==> config.mk <==
export PLATFORM = sky130hd
export DESIGN_NAME = epp_pixel_port
export DESIGN_NICKNAME = d
export VERILOG_FILES = /design/src/rtl/epp_pkg.sv /design/src/rtl/epp_sync.sv /design/src/rtl/epp_ctrl.sv /design/src/rtl/epp_datapath.sv /design/src/rtl/epp_pixel_port.sv
export SDC_FILE = /design/constraint.sdc
export NUM_CORES = 1
export LEC_CHECK = 0
export BUFFER_PORTS_ARGS = -buffer_cell sky130_fd_sc_hd__buf_2
export CAP_MARGIN = 15
export CORE_MARGIN = 2
export CORE_UTILIZATION = 30
export CTS_CLUSTER_DIAMETER = 150
export DETAILED_ROUTE_END_ITERATION = 12
export PLACE_DENSITY = 0.5
export REMOVE_ABC_BUFFERS = 1
export SYNTH_ARGS = -nofsm -noshare
export SYNTH_HDL_FRONTEND = slang
export SYNTH_SLANG_ARGS = --single-unit
==> constraint.sdc <==
create_clock -name clk -period 4.6 [get_ports clk]
set_clock_uncertainty 0.1 [all_clocks]
set_input_delay 0.23 -clock clk [delete_from_list [all_inputs] [get_ports clk]]
set_output_delay 0.23 -clock clk [all_outputs]
set_load 0.02 [all_outputs]
==> src/rtl/epp_pkg.sv <==
package epp_pkg;
  parameter int EPP_BUS_W = 8;

  typedef enum logic [1:0] {
    CYC_DATA_RD,
    CYC_DATA_WR,
    CYC_ADDR_RD,
    CYC_ADDR_WR
  } cycKindT;

  typedef enum logic {
    ST_IDLE,
    ST_BUSY
  } hostStateT;

  // Strobes from the control FSM to the datapath
  typedef struct packed {
    logic loadCtrl;
    logic takeByte;
    logic driveData;
    logic driveStatus;
  } dpStrobesT;
endpackage

==> src/rtl/epp_sync.sv <==
module epp_sync #(
  parameter int WIDTH = 1,
  parameter int STAGES = 2,
  parameter logic [WIDTH-1:0] INIT = '1
) (
  input  logic             clk,
  input  logic             rstN,
  input  logic [WIDTH-1:0] asyncIn,
  output logic [WIDTH-1:0] syncOut
);
  logic [WIDTH-1:0] stage [STAGES];

  generate
    for (genvar s = 0; s < STAGES; s++) begin : g_stage
      always_ff @(posedge clk or negedge rstN) begin
        if (!rstN) stage[s] <= INIT;
        else if (s == 0) stage[s] <= asyncIn;
        else stage[s] <= stage[(s == 0) ? 0 : s-1];
      end
    end
  endgenerate

  assign syncOut = stage[STAGES-1];
endmodule

==> src/rtl/epp_ctrl.sv <==
module epp_ctrl
  import epp_pkg::*;
(
  input  logic      clk,
  input  logic      rstN,
  input  logic      dsN,
  input  logic      asN,
  input  logic      wrN,
  input  logic      pfValid,
  output logic      waitAck,
  output dpStrobesT strobes
);
  hostStateT state;
  cycKindT   kind;
  logic      dsPrev, asPrev, acked;
  logic      dsFall, asFall, strobeHigh, kindReady, ackNow;

  assign dsFall = dsPrev & ~dsN;
  assign asFall = asPrev & ~asN;

  always_comb begin
    strobeHigh = (kind == CYC_DATA_RD || kind == CYC_DATA_WR) ? dsN : asN;
    kindReady  = (kind != CYC_DATA_RD) || pfValid;
    ackNow     = (state == ST_BUSY) && !acked && kindReady && !strobeHigh;
  end

  always_ff @(posedge clk or negedge rstN) begin
    if (!rstN) begin
      dsPrev <= 1'b1;
      asPrev <= 1'b1;
      state  <= ST_IDLE;
      kind   <= CYC_DATA_RD;
      acked  <= 1'b0;
    end else begin
      dsPrev <= dsN;
      asPrev <= asN;
      case (state)
        ST_IDLE: begin
          if (dsFall) begin
            kind  <= wrN ? CYC_DATA_RD : CYC_DATA_WR;
            state <= ST_BUSY;
          end else if (asFall) begin
            kind  <= wrN ? CYC_ADDR_RD : CYC_ADDR_WR;
            state <= ST_BUSY;
          end
        end
        ST_BUSY: begin
          if (strobeHigh) begin
            state <= ST_IDLE;
            acked <= 1'b0;
          end else if (ackNow) begin
            acked <= 1'b1;
          end
        end
        default: state <= ST_IDLE;
      endcase
    end
  end

  always_comb begin
    strobes.loadCtrl    = ackNow && (kind == CYC_ADDR_WR);
    strobes.takeByte    = (state == ST_BUSY) && acked && strobeHigh && (kind == CYC_DATA_RD);
    strobes.driveData   = (state == ST_BUSY) && acked && (kind == CYC_DATA_RD);
    strobes.driveStatus = (state == ST_BUSY) && acked && (kind == CYC_ADDR_RD);
  end

  assign waitAck = acked;
endmodule

==> src/rtl/epp_datapath.sv <==
module epp_datapath
  import epp_pkg::*;
#(
  parameter int FETCH_THRESHOLD = 600
) (
  input  logic                 clk,
  input  logic                 rstN,
  input  dpStrobesT            strobes,
  input  logic [EPP_BUS_W-1:0] busIn,
  input  logic                 newFrame,
  input  logic                 memWrite,
  input  logic [EPP_BUS_W-1:0] memRdData,
  input  logic [1:0]           errFlags,
  input  logic                 memReady,
  input  logic                 sclS,
  input  logic                 sdaS,
  output logic [EPP_BUS_W-1:0] busOut,
  output logic                 busOe,
  output logic                 memRdEn,
  output logic [EPP_BUS_W-1:0] ctrlReg,
  output logic [EPP_BUS_W-1:0] pfData,
  output logic                 pfValid,
  output logic                 fetchPending
);
  localparam int CNT_W = $clog2(FETCH_THRESHOLD + 1);
  localparam logic [CNT_W-1:0] CNT_LIMIT = CNT_W'(FETCH_THRESHOLD);
  localparam int PAD_W = EPP_BUS_W - 6;

  logic             frameArmed, thresholdMet;
  logic [CNT_W-1:0] wrCount;
  logic [EPP_BUS_W-1:0] statusByte;

  always_ff @(posedge clk or negedge rstN) begin
    if (!rstN) begin
      frameArmed <= 1'b0;
      wrCount    <= '0;
    end else if (newFrame) begin
      frameArmed <= 1'b1;
      wrCount    <= '0;
    end else if (frameArmed && memWrite && wrCount != CNT_LIMIT) begin
      wrCount <= wrCount + 1'b1;
    end
  end

  assign thresholdMet = frameArmed && (wrCount == CNT_LIMIT);
  assign memRdEn      = thresholdMet && !pfValid && !fetchPending;

  always_ff @(posedge clk or negedge rstN) begin
    if (!rstN) begin
      fetchPending <= 1'b0;
      pfValid      <= 1'b0;
      pfData       <= '0;
    end else begin
      fetchPending <= memRdEn;
      if (fetchPending) begin
        pfData  <= memRdData;
        pfValid <= 1'b1;
      end else if (strobes.takeByte) begin
        pfValid <= 1'b0;
      end
    end
  end

  always_ff @(posedge clk or negedge rstN) begin
    if (!rstN) ctrlReg <= '0;
    else if (strobes.loadCtrl) ctrlReg <= busIn;
  end

  assign statusByte = {{PAD_W{1'b0}}, sdaS, sclS, memReady, errFlags};
  assign busOut     = strobes.driveData ? pfData : statusByte;
  assign busOe      = strobes.driveData | strobes.driveStatus;
endmodule

==> src/rtl/epp_pixel_port.sv <==
module epp_pixel_port
  import epp_pkg::*;
#(
  parameter int FETCH_THRESHOLD = 600
) (
  input  logic       clk,
  input  logic       rstN,
  input  logic       dataStrobeN,
  input  logic       addrStrobeN,
  input  logic       writeN,
  input  logic [7:0] busIn,
  output logic [7:0] busOut,
  output logic       busOe,
  output logic       waitAck,
  input  logic       newFrame,
  input  logic       memWrite,
  output logic       memRdEn,
  input  logic [7:0] memRdData,
  input  logic [1:0] errFlags,
  input  logic       memReady,
  input  logic       sclIn,
  input  logic       sdaIn,
  output logic [7:0] ctrlOut
);
  logic [2:0] hostS;
  logic [1:0] lineS;
  logic       dsNS, asNS, wrNS;
  logic       pfValid, fetchPending;
  logic [7:0] pfData;
  dpStrobesT  strobes;

  epp_sync #(.WIDTH(3), .STAGES(2), .INIT(3'b111)) uHostSync (
    .clk(clk), .rstN(rstN),
    .asyncIn({dataStrobeN, addrStrobeN, writeN}),
    .syncOut(hostS)
  );

  epp_sync #(.WIDTH(2), .STAGES(2), .INIT(2'b11)) uLineSync (
    .clk(clk), .rstN(rstN),
    .asyncIn({sclIn, sdaIn}),
    .syncOut(lineS)
  );

  assign dsNS = hostS[2];
  assign asNS = hostS[1];
  assign wrNS = hostS[0];

  epp_ctrl uCtrl (
    .clk(clk), .rstN(rstN),
    .dsN(dsNS), .asN(asNS), .wrN(wrNS),
    .pfValid(pfValid),
    .waitAck(waitAck),
    .strobes(strobes)
  );

  epp_datapath #(.FETCH_THRESHOLD(FETCH_THRESHOLD)) uData (
    .clk(clk), .rstN(rstN),
    .strobes(strobes),
    .busIn(busIn),
    .newFrame(newFrame), .memWrite(memWrite), .memRdData(memRdData),
    .errFlags(errFlags), .memReady(memReady),
    .sclS(lineS[1]), .sdaS(lineS[0]),
    .busOut(busOut), .busOe(busOe), .memRdEn(memRdEn),
    .ctrlReg(ctrlOut),
    .pfData(pfData), .pfValid(pfValid), .fetchPending(fetchPending)
  );
endmodule

Yosys cells after proc, flatten, opt, wreduce, memory -nomap -nowiden --
Cells that the tools add are included. Widths: inputs -> output; s select.
Cells by class: $add $sub $neg 1, multiply operators 0, div/mod/pow operators 0, order comparisons 0, equality and inequality tests 5, shifts and indexed selects 0, multiplexer cells 16, bitwise logic cells 6, reductions and logical operators 28
Operator list (count):
- $mux 10 | 2
- $logic_and 1x1->1 | 14
- $add 10x1->10 const B | 1
- $eq 10x10->1 const B | 1
- $mux 1 | 10
- $ne 10x10->1 const B | 1
- $reduce_bool 2->1 | 5
- $mux 8 | 1
- $eq 2x2->1 const B | 2
- $logic_not 1->1 | 4
- $mux 2 | 2
- $reduce_and 2->1 | 2
- $not 1->1 | 3
- $and 1x1->1 | 2
- $eq 2x1->1 const B | 1
- $logic_not 2->1 | 1
- $logic_or 1x1->1 | 2
- $pmux 1 s2 | 1
- $or 1x1->1 | 1
Word-level totals: register bits after elaboration 45, bits in latches 0, bits in writable memories 0, bits in read-only memories 0, input bits 28, output and inout bits 19, word-level logic and storage cells 71, memories 0

Longest topological paths before layout --
depth after elaboration 7, depth in mapped cells 5, gate-level depth less buffers 5

Cells and area by module --
From an unflattened synthesis, not the netlist that was laid out.
Unflattened totals: cell total of the unflattened synthesis 160, area, all modules 1975.6 um2
By module, submodules not included:
- epp_datapath | times used 1, cells an instance 120, area each 1396.3 um2, sequential area each 725.7 um2
- epp_ctrl | times used 1, cells an instance 25, area each 279.0 um2, sequential area each 152.6 um2
- epp_sync (uHostSync) | times used 1, cells an instance 9, area each 180.2 um2, sequential area each 157.7 um2
- epp_sync (uLineSync) | times used 1, cells an instance 6, area each 120.1 um2, sequential area each 105.1 um2

Worst setup path after synthesis --
OpenSTA, ideal clock, no wires.
kind register to output, start register uData.wrCount[5], end output memRdEn, arrival time 1.347 ns, required time 4.270 ns, setup slack 2.923 ns, stages on the path, launching flop included 4, buffers on the path 0, path through dfrtp_1 or3b_2 nor3_1 and3_1
Between the ends: longest elaborated chain between the ends 4
RTL lines:
- start, declared | RTL line epp_datapath.sv:30 | logic [CNT_W-1:0] wrCount;
- start signal, assigned | RTL line epp_datapath.sv:41 | wrCount <= wrCount + 1'b1;
- $eq 10x10->1 | RTL line epp_datapath.sv:45 | assign thresholdMet = frameArmed && (wrCount == CNT_LIMIT);
- $logic_and 1x1->1 | RTL line epp_datapath.sv:45
- $logic_and 1x1->1 (2 in a row) | RTL line epp_datapath.sv:46 | assign memRdEn = thresholdMet && !pfValid && !fetchPending;
- end, declared | RTL line epp_pixel_port.sv:17 | output logic memRdEn,
Every way passes these cells.

Worst setup path in the final report --
start register uData.wrCount[1], end output memRdEn
Same word-level chain as after synthesis.

==> impl_metrics.ini <==
[outcome]
status = finished, violations left
violations = negative hold slack

[die]
die_y_um = 84.38
pin_count = 47
placementRows = 29
core_region_area_um2 = 6314
die_area_um2 = 7119
initial_utilization_pct = 30.70
die_x_um = 84.38

[cts]
cts_tree = yes
numClockSinks = 45
clk_pin_slew_worst_paths_ps = 90
cts_inserted_buffers = 5
clock_latency_ps = 300
clockBufferDepth = 2
htree_levels = 2
cts_root_buf = clkbuf_8

[route]
dr_total_vias = 1381
wirelength_um = 3776
drt_pre_antenna_iters = 4
drtIter0Drc = 51
drcViolationCount = 0
wl_per_cell_um = 13.30
ant_nets = 0
vias_per_cell = 4.863

[synth]
synth-edff-count = 0
muxShareOfSynthArea_pct = 13.82
ys_async_sr_fraction_pct = 100.0
synth_fa_ha_area_share_pct = 1.291
ys_seq_area_share_pct = 58.88
synth_xor_area_share_pct = 0
synth-main-ff-cell = dfrtp_1
ys_warn_count = 0
synth_cell_types = 39
syn_inst = 151
synth-compound-area-share_pct = 7.037
syn_avg_cell_area_um2 = 12.84
synth_top_family_by_area = simple AND/OR/NAND/NOR gates
synth_seq_cells = 45
synth-simple-area-share_pct = 17.17
synth.cell_area_um2 = 1938

[worst_setup_path]
ff2ff_path_depth = 3
arrival_ps = 1870
crit_type = flop to primary output
worstPathMaxFanout = 8
cp.required_ps = 4270
critPathLaunchType = flop
end_kind = primary output

[sta]
worst_pin_slew_ps = 982.1
fin_setup_tns_ps = 0
setup_viol = 0
maxSlewViolCount = 0
fin_hold_ws_ps = -16.02
hold_viol = 28
min_period_ps = 2204
fmax_ghz = 0.4537
rsz0062_at_grt = no
post-route-period-util_pct = 47.92
relSlewSlack_pct = 34.53

[place]
gp_congestion = 0.9027
placed_cell_area_um2 = 2252
dp.final_hpwl_um = 2675
port_buffers = 46

[global_route]
antenna_found_initial = 0
grt_pass1_vias = 1345
overflow = 0
grtUsageTotal_pct = 11.36
grt_pass1_wl_um = 6465
grt_max_degree = 46

[finish]
regArea_um2 = 1141
multi_input_area_um2 = 762.0
n_antenna_cell = 0
finish.instance_area_um2 = 2396
area_delta_synth_final_pct = 23.63
fin_nets = 236
final_core_util_pct = 37.95
final_layout_size_suffix_gt1_share_pct = 46.38
fillers = 638

[flow_run]
maxCapViolations = 0

[power_and_ir_drop]
p_total_mw = 1.032
peakVddDrop_uv = 299.8
p_leak_nw = 1.104
power_density_nw_per_um2 = 430.8

[hold_path]
hold_path.class = input port to async pin
## where the power goes
group / switching, mW / internal, mW
sequential: 0.0459 / 0.462
clock: 0.147 / 0.110
combinational: 0.148 / 0.120
total: 0.341 / 0.691
## flip-flops by register name, indices dropped and copies added (netlist names), 2 cells and up
register / count
uCtrl.kind: 2
uData.ctrlReg: 8
uData.pfData: 8
uData.wrCount: 10
uHostSync.stage: 3
uHostSync.syncOut: 3
uLineSync.stage: 2
uLineSync.syncOut: 2
## cell type report
type	instances	share of cell area, %
clock inverters	3	1.044
clock buffers	5	2.872
flip-flops and latches	45	47.62
repair buffers	51	11.70
well taps	77	4.021
multi-input cells	97	31.80
inverters	6	0.9399
## worst paths after layout
kind	endpoint	slack, ps	from
max in group asynchronous	uData.pfData[3]	3810	rstN
max	memRdEn	2400	uData.wrCount[1]
min	uCtrl.state	-20	rstN
min reg2reg	uHostSync.syncOut[2]	260	uHostSync.stage[5]
max reg2reg	uData.ctrlReg[6]	2960	uCtrl.kind[0]
min in group clk	uData.ctrlReg[4]	50	busIn[4]
## critical path: stages, from the launching register on
cell	delay, ps
dfrtp_1	400
inv_1	170
ha_1	200
nand4bb_1	160
nor3_1	260
and3_1	220
buf_2	170
## cell usage in the layout (no fill, tap or decap), drive strengths merged, types with 4 or more instances in the layout
cell	instances
buf	46
dfrtp	33
mux2	22
dfstp	12
a21oi	7
inv	7
o21ai	6
clkbuf	5
dlygate4sd3	5
nand2	5
nand4	5
and2	4
nor2	4
nand3	4
or3	4
## routing by layer
| metal | vias up | global-route usage [%] | share of wire [%] |
|---|---|---|---|
| met1 | 685 | 14.98 | 48 |
| met3 | 5 | 2.852 | 5.1 |
| met4 | 0 | 4.762 | 1.3 |
| met2 | 34 | 17.89 | 46 |
| li1 | 657 | - | - |
| met5 | - | 0 | 0 |
## cell families (layout without fill, tap and decap cells)
family                   count (synthesis)  count (layout)
AO/OA/AOI/OAI                           22              22
adder cells (fa/ha/maj)                  2               2
buffers and inverters                    9              65
flip-flops                              45              45
multiplexers                            24              24
AND/OR/NAND/NOR                         49              49
## synthesized netlist by cell type (all sizes together), types with 2 or more instances
master | n | area share [%]
nand4 | 5 | 1.9
dfrtp | 33 | 43
o31ai | 3 | 1.2
nor4 | 2 | 1.4
a21oi | 7 | 1.8
clkbuf | 2 | 0.39
nand2b | 2 | 0.65
or4 | 3 | 1.2
inv | 6 | 1.2
a22oi | 2 | 0.77
nand3 | 4 | 1.0
and2 | 4 | 1.3
o21ai | 6 | 1.5
nor3 | 2 | 0.52
ha | 2 | 1.3
a21o | 2 | 0.84
and3 | 2 | 0.71
mux2i | 2 | 1.0
nand2 | 5 | 1.1
mux2 | 22 | 13
o22a | 2 | 0.90
nor2 | 4 | 0.77
nor4bb | 2 | 1.0
nor2b | 3 | 0.97
or3 | 4 | 1.3
dfstp | 12 | 16
## what timing repair did
action                    in CTS  in global routing
hold endpoints to repair       5                  0
gates resized for setup        0                  0
hold buffers                   5                  0
buffers inserted               0                  0
## metrics by stage
stage	instances	setup WS, ps
global route	284	2288
floorplan	148	2923
global placement	271	2787
detailed placement	271	2756
finish	284	2396
CTS	284	2406
No activity file was read; power rests on OpenSTA's default activity.
